File: config.mk
export PLATFORM = sky130hd
export DESIGN_NAME = tri_voice
export DESIGN_NICKNAME = d
export VERILOG_FILES = /design/src/rtl/tri_voice_pkg.sv /design/src/rtl/tri_gate.sv /design/src/rtl/tri_seq.sv /design/src/rtl/tri_voice.sv
export SDC_FILE = /design/constraint.sdc
export NUM_CORES = 1
export LEC_CHECK = 0
export CORE_ASPECT_RATIO = 0.75
export CORE_MARGIN = 2
export CORE_UTILIZATION = 50
export CTS_BUF_LIST = sky130_fd_sc_hd__clkbuf_8
export DETAILED_ROUTE_END_ITERATION = 10
export DONT_BUFFER_PORTS = 1
export GPL_ROUTABILITY_DRIVEN = 0
export HOLD_SLACK_MARGIN = 0.05
export PLACE_DENSITY = 0.66
export SYNTH_ARGS = -nofsm -noshare
export SYNTH_HDL_FRONTEND = slang
export SYNTH_SLANG_ARGS = --single-unit
File: constraint.sdc
create_clock -name clk -period 3.65 [get_ports clk]
set_clock_uncertainty 0.2 [all_clocks]
set_input_delay 0.1825 -clock clk [delete_from_list [all_inputs] [get_ports clk]]
set_output_delay 0.1825 -clock clk [all_outputs]
set_load 0.1 [all_outputs]
File: src/rtl/tri_voice_pkg.sv
package tri_voice_pkg;

  localparam int LIN_W  = 7;
  localparam int LEN_W  = 8;
  localparam int STEP_W = 5;
  localparam int SMP_W  = 6;

  // duration table: odd indices are index-1 (index 1 is 254),
  // even indices come from two eight-entry rows
  function automatic logic [LEN_W-1:0] len_lookup(input logic [4:0] idx);
    logic [LEN_W-1:0] v;
    if (idx[0]) begin
      v = (idx == 5'd1) ? 8'd254 : ({3'b000, idx} - 8'd1);
    end else if (!idx[4]) begin
      case (idx[3:1])
        3'd0: v = 8'd10;  3'd1: v = 8'd20;  3'd2: v = 8'd40;  3'd3: v = 8'd80;
        3'd4: v = 8'd160; 3'd5: v = 8'd60;  3'd6: v = 8'd14;  default: v = 8'd26;
      endcase
    end else begin
      case (idx[3:1])
        3'd0: v = 8'd12;  3'd1: v = 8'd24;  3'd2: v = 8'd48;  3'd3: v = 8'd96;
        3'd4: v = 8'd192; 3'd5: v = 8'd72;  3'd6: v = 8'd16;  default: v = 8'd32;
      endcase
    end
    return v;
  endfunction

  // triangle value for a sequencer position
  function automatic logic signed [SMP_W-1:0] wave(input logic [STEP_W-1:0] s);
    logic [SMP_W-1:0] mag;
    mag = {2'b00, s[2:0], 1'b0};
    if (s[3]) mag = 6'd16 - mag;
    return s[4] ? -$signed(mag) : $signed(mag);
  endfunction

endpackage

File: src/rtl/tri_gate.sv
module tri_gate
  import tri_voice_pkg::*;
#(
  parameter int LATENCY = 4
) (
  input  logic             clk,
  input  logic             rst_n,
  input  logic             voice_en,
  input  logic             hold,
  input  logic [LIN_W-1:0] lin_reload,
  input  logic             load_len,
  input  logic [4:0]       len_idx,
  input  logic             lin_wr,
  input  logic [LIN_W-1:0] lin_wdata,
  input  logic             qtr_tick,
  input  logic             half_tick,
  output logic [LIN_W-1:0] linear,
  output logic [LEN_W-1:0] length,
  output logic             started,
  output logic             gate_ok
);
  localparam int LAT_W = (LATENCY < 1) ? 1 : $clog2(LATENCY + 1);

  logic [LAT_W-1:0] lat;

  always_ff @(posedge clk) begin
    if (!rst_n || !voice_en) begin
      linear  <= '0;
      length  <= '0;
      started <= 1'b0;
      lat     <= '0;
    end else if (load_len) begin
      length  <= len_lookup(len_idx);
      linear  <= lin_reload;
      started <= 1'b0;
      lat     <= LAT_W'(LATENCY);
    end else begin
      if (lin_wr && !started) linear <= lin_wdata;
      if (qtr_tick) begin
        if (!started) begin
          if (!hold) begin
            if (lat != '0) lat <= lat - 1'b1;
            if (lat <= LAT_W'(1)) started <= 1'b1;
          end
        end else if (linear != '0) begin
          linear <= linear - 1'b1;
        end
      end
      if (half_tick && started && !hold && length != '0) length <= length - 1'b1;
    end
  end

  assign gate_ok = (linear != '0) && (!started || length != '0);

  a_r10_disable_clears: assert property (@(posedge clk) disable iff (!rst_n)
    !voice_en |=> (length == '0 && linear == '0 && !started));
  a_r6_load_restarts: assert property (@(posedge clk) disable iff (!rst_n)
    (voice_en && load_len) |=> (!started && lat == LAT_W'(LATENCY)));
  a_r7_hold_blocks_start: assert property (@(posedge clk) disable iff (!rst_n)
    (voice_en && !load_len && hold && !started) |=> !started);
  a_r8_linear_countdown: assert property (@(posedge clk) disable iff (!rst_n)
    (voice_en && !load_len && qtr_tick && started && linear != '0)
      |=> linear == $past(linear) - 1'b1);
  a_r8_hold_freezes_len: assert property (@(posedge clk) disable iff (!rst_n)
    (voice_en && !load_len && hold) |=> length == $past(length));

endmodule

File: src/rtl/tri_seq.sv
module tri_seq
  import tri_voice_pkg::*;
#(
  parameter int PERIOD_W = 11
) (
  input  logic                    clk,
  input  logic                    rst_n,
  input  logic                    ce,
  input  logic                    run,
  input  logic [PERIOD_W-1:0]     period_raw,
  output logic [STEP_W-1:0]       step,
  output logic signed [SMP_W-1:0] held,
  output logic                    step_evt
);
  logic [PERIOD_W-1:0] cnt;

  assign step_evt = run && ce && (cnt == '0);

  always_ff @(posedge clk) begin
    if (!rst_n) begin
      cnt  <= '0;
      step <= '0;
      held <= '0;
    end else if (run && ce) begin
      if (cnt == '0) begin
        cnt  <= period_raw;
        step <= step + 1'b1;
        held <= wave(step + 1'b1);
      end else begin
        cnt <= cnt - 1'b1;
      end
    end
  end

  a_r5_frozen_when_idle: assert property (@(posedge clk) disable iff (!rst_n)
    !run |=> $stable(step));
  a_r4_held_between_steps: assert property (@(posedge clk) disable iff (!rst_n)
    !step_evt |=> $stable(held));
  always_comb begin
    a_r3_range: assert (!rst_n || (held >= -6'sd16 && held <= 6'sd16));
  end

endmodule

File: src/rtl/tri_voice.sv
module tri_voice
  import tri_voice_pkg::*;
#(
  parameter int LATENCY  = 4,
  parameter int PERIOD_W = 11
) (
  input  logic                    clk,
  input  logic                    rst_n,
  input  logic                    ce,
  input  logic                    qtr_tick,
  input  logic                    half_tick,
  input  logic                    voice_en,
  input  logic                    wr_en,
  input  logic [1:0]              wr_addr,
  input  logic [7:0]              wr_data,
  output logic signed [SMP_W-1:0] sample,
  output logic                    len_active
);
  localparam int HI_W = PERIOD_W - 8;

  logic [7:0]          r_ctl, r_plo, r_phi;
  logic [PERIOD_W-1:0] period_raw;
  logic [LIN_W-1:0]    linear;
  logic [LEN_W-1:0]    length;
  logic                started, gate_ok, period_ok, audible, step_evt;
  logic [STEP_W-1:0]   step;
  logic signed [SMP_W-1:0] held;

  always_ff @(posedge clk) begin
    if (!rst_n) begin
      r_ctl <= '0;
      r_plo <= '0;
      r_phi <= '0;
    end else if (wr_en) begin
      case (wr_addr)
        2'd0:    r_ctl <= wr_data;
        2'd2:    r_plo <= wr_data;
        2'd3:    r_phi <= wr_data;
        default: ;
      endcase
    end
  end

  assign period_raw = {r_phi[HI_W-1:0], r_plo};
  assign period_ok  = period_raw >= PERIOD_W'(3);

  tri_gate #(.LATENCY(LATENCY)) u_gate (
    .clk(clk), .rst_n(rst_n), .voice_en(voice_en),
    .hold(r_ctl[7]), .lin_reload(r_ctl[LIN_W-1:0]),
    .load_len(wr_en && wr_addr == 2'd3), .len_idx(wr_data[7:3]),
    .lin_wr(wr_en && wr_addr == 2'd0), .lin_wdata(wr_data[LIN_W-1:0]),
    .qtr_tick(qtr_tick), .half_tick(half_tick),
    .linear(linear), .length(length), .started(started), .gate_ok(gate_ok)
  );

  assign audible = gate_ok && period_ok;

  tri_seq #(.PERIOD_W(PERIOD_W)) u_seq (
    .clk(clk), .rst_n(rst_n), .ce(ce), .run(audible),
    .period_raw(period_raw), .step(step), .held(held), .step_evt(step_evt)
  );

  assign sample     = audible ? held : '0;
  assign len_active = (length != '0);

  a_r11_len_silences: assert property (@(posedge clk) disable iff (!rst_n)
    (started && !len_active) |-> sample == '0);
  a_r11_linear_silences: assert property (@(posedge clk) disable iff (!rst_n)
    (linear == '0) |-> sample == '0);
  a_r5_short_period_quiet: assert property (@(posedge clk) disable iff (!rst_n)
    !period_ok |=> $stable(step));

endmodule

==> results.py <==
metrics = {
    "die": {
        "core_area_mm2": 0.00680,
        "die_width_um": 101,
        "ioPinCount": 24,
        "die_h_um": 76.5,
        "placementRows": 26,
        "die-area_mm2": 0.00771,
        "floorplan.initialDensity": 0.516,
    },
    "sta": {
        "finalSetupViolations": 0,
        "fmax_ghz": 0.363,
        "min_period_ps": 2760,
        "hold_viol": 0,
        "drv_slew": 0,
        "maxSlewHeadroom": 0.412,
        "finalCritPeriodShare": 0.755,
        "tightest_slew_ps": 879,
        "fin_setup_tns_ps": 0,
        "grt_setup_unrepaired": "false",
    },
    "synth": {
        "synth_common_cells": "dfxtp_1 (58), nor2_1 (44), a21oi_1 (37), nand2_1 (37)",
        "synth_area_mm2": 0.00351,
        "synth_most_common_cell": "dfxtp_1",
        "synth_nets": 457,
        "synth_top_cell_by_area": "dfxtp_1",
        "synth_cells": 429,
        "synthTopCellsByArea": "dfxtp_1 (33%), a21oi_1 (5.3%), mux2i_1 (5.1%)",
        "synth-edff-count": 0,
        "synth_ff_type": "dfxtp_1",
        "synth_top_area_share": 0.331,
        "yosys_warnings": 0,
        "seq_area_frac_synth": 0.331,
        "synth_seq_cells": 58,
        "yosysUniqueCellTypes": 73,
        "synthArstFlopShare": 0,
        "synth_area_per_cell_um2": 8.18,
    },
    "final_layout": {
        "final-seq-area_mm2": 0.00116,
        "stdcell_area_mm2": 0.00395,
        "fill_cells": 598,
        "diodes": 0,
        "finalNetCount": 464,
        "layout-drive-gt1-share": 0.0998,
        "area_delta_synth_final_pct": 12.5,
        "multi_input_area_mm2": 0.00217,
    },
    "grt": {
        "grt_pass1_wl_mm": 14.3,
        "grt_pass1_vias": 2767,
        "antenna_found_initial": 0,
        "grt_overflow": 0,
        "grt_max_degree": 23,
        "grt_usage": 0.236,
    },
    "critical_path": {
        "start_kind": "register",
        "worstPathRequired_ps": 3730,
        "crit_path_max_incr_delay_ps": 550,
        "path_buf_inv": 1,
        "critPathTopFamily": "simple AND/OR/NAND/NOR gates",
        "crit_slowest_cell": "dlygate4sd3_1",
        "endpoint_kind": "register",
        "crit_type": "reg -> reg",
        "crit_path_cell_trace": "ha_1, and2b_1, and3b_1, a211oi_1, or3b_2, a31oi_1, dlygate4sd3_1",
        "path_max_fanout": 9,
        "arrival_ps": 2840,
    },
    "cts": {
        "clk_pin_slew_ps": 60,
        "clk_latency_ps": 340,
        "cts_buffers": 9,
        "tritoncts": "done",
        "cts_num_sinks": 58,
        "h-tree-depth": 3,
        "postCtsSetupRepairBufs": 0,
        "clockBufferDepth": 2,
        "cts-resized-gates": 0,
        "cts_root_buffer": "clkbuf_8",
    },
    "route": {
        "wirelength_mm": 8.84,
        "met2_length_mm": 3.52,
        "drtIter0Drc": 180,
        "via_per_inst": 6.08,
        "dr_total_vias": 3191,
        "wl_per_cell_um": 16.8,
        "highest-signal-layer": "met4",
        "wl_met3_um": 627,
        "met1_length_mm": 4.60,
        "first_pass_iters": 5,
        "postRouteAntennaNets": 0,
        "drc": 0,
    },
    "placed_design": {
        "place_area_mm2": 0.00356,
        "io_buffers": 0,
        "dp_hpwl_mm": 6.16,
    },
    "run_status": {
        "status": "completed",
    },
    "power_and_ir_drop": {
        "power_per_cell_area_mw_per_mm2": 417,
        "ir_worst_vdd_mv": 0.238,
        "p_leak_nw": 1.45,
    },
    "run": {
        "drv_cap": 0,
    },
    "min_path": {
        "hold_class": "in -> reg",
    },
}
## logic make-up (layout without fill, tap and decap cells)
| family | Yosys count | count (layout) | synth area share |
|---|---|---|---|
| compound gates | 116 | 116 | 0.216 |
| xor+xnor | 10 | 10 | 0.0250 |
| fa+ha+maj | 11 | 11 | 0.0392 |
| buf+inv | 42 | 54 | 0.0521 |
| flops | 58 | 58 | 0.331 |
| mux | 21 | 21 | 0.0610 |
| other cells | 1 | 1 | 0.00107 |
| simple gates | 170 | 170 | 0.274 |
## what timing repair did
item	in CTS	in global routing
hold endpoints to repair	43	0
hold buffers	14	0
setup endpoints to repair	0	0
## final timing paths
check / cells after the start / start / slack [ps] / to
setup / recovery: 7 / u_seq.step[1] / 890 / u_seq.held[4]
setup reg to reg: 7 / u_seq.step[1] / 890 / u_seq.held[4]
hold reg to reg: 2 / r_ctl[5] / 250 / u_gate.linear[5]
hold / removal: 4 / qtr_tick / 50 / u_gate.linear[2]
## cells in the final DEF (no fill, tap or decap), types with 3 or more instances in the layout
cell type      instances
nand4_1                4
bufinv_16              3
and2_1                 8
buf_4                  8
o31ai_1                7
nor2_1                44
nand3_1               14
nor4_1                 3
o31a_1                 3
a211oi_1               6
a21oi_1               37
nor3_2                 3
ha_1                  11
nor3_1                14
nand2_1               37
o41ai_1                4
a31oi_1                4
nor2b_1                4
dfxtp_1               58
clkbuf_8              10
or4_1                  7
xnor2_1                8
and3_1                 4
nand3b_1               3
a221oi_1               4
inv_1                 16
o21ai_0               18
o21ai_1                8
dlygate4sd3_1         14
mux2i_1               18
## tightest hold or removal path, stage by stage
cell and delay (ps):
nand2_1 100, nor3_1 60, o21ai_1 120, a31oi_1 80
## state kept, by name (all words and copies together), names as in the netlist, 4 cells and up
name and cells:
u_seq.held 5, u_gate.length 8, u_seq.step 4, r_ctl 8, u_seq.cnt 11, u_gate.linear 7, r_plo 8
## report_power, final
| part | internal (W) | switching [W] | leakage (nW) |
|---|---|---|---|
| clock network | 0.000473 | 0.000274 | 0.119 |
| registers | 0.000650 | 0.0000183 | 0.470 |
| logic | 0.0000823 | 0.000147 | 0.866 |
## metrics by stage
stage | power, W | util | std cells | setup WS, ps | hold WS (ps)
6_report | 0.00164 | 0.581 | 525 | 894 | 49.5
5_1_grt | 0.00171 | 0.581 | 525 | 737 | 68.1
4_1_cts | 0.00165 | 0.581 | 525 | 909 | 53.2
3_5_place_dp | 0.000886 | 0.523 | 495 | 1190 | 127
3_3_place_gp | 0.000883 | 0.523 | 495 | 1290 | 122
2_1_floorplan | 0.000856 | - | 429 | 1270 | 118
## area by class of cell
class | count | share of cell area
repair buffers | 22 | 0.0507
clock buffers | 10 | 0.0349
clock inverters | 6 | 0.0288
flip-flops and latches | 58 | 0.294
well taps | 84 | 0.0266
inverters | 16 | 0.0152
multi-input cells | 329 | 0.550
## per-layer routing
metal | vias to the layer above | GRT usage
li1 | 1580 | -
met1 | 1488 | 0.371
met2 | 113 | 0.318
met3 | 10 | 0.0532
met4 | 0 | 0.0575
met5 | - | 0
Note: power is estimated with default switching activity, not from simulation.
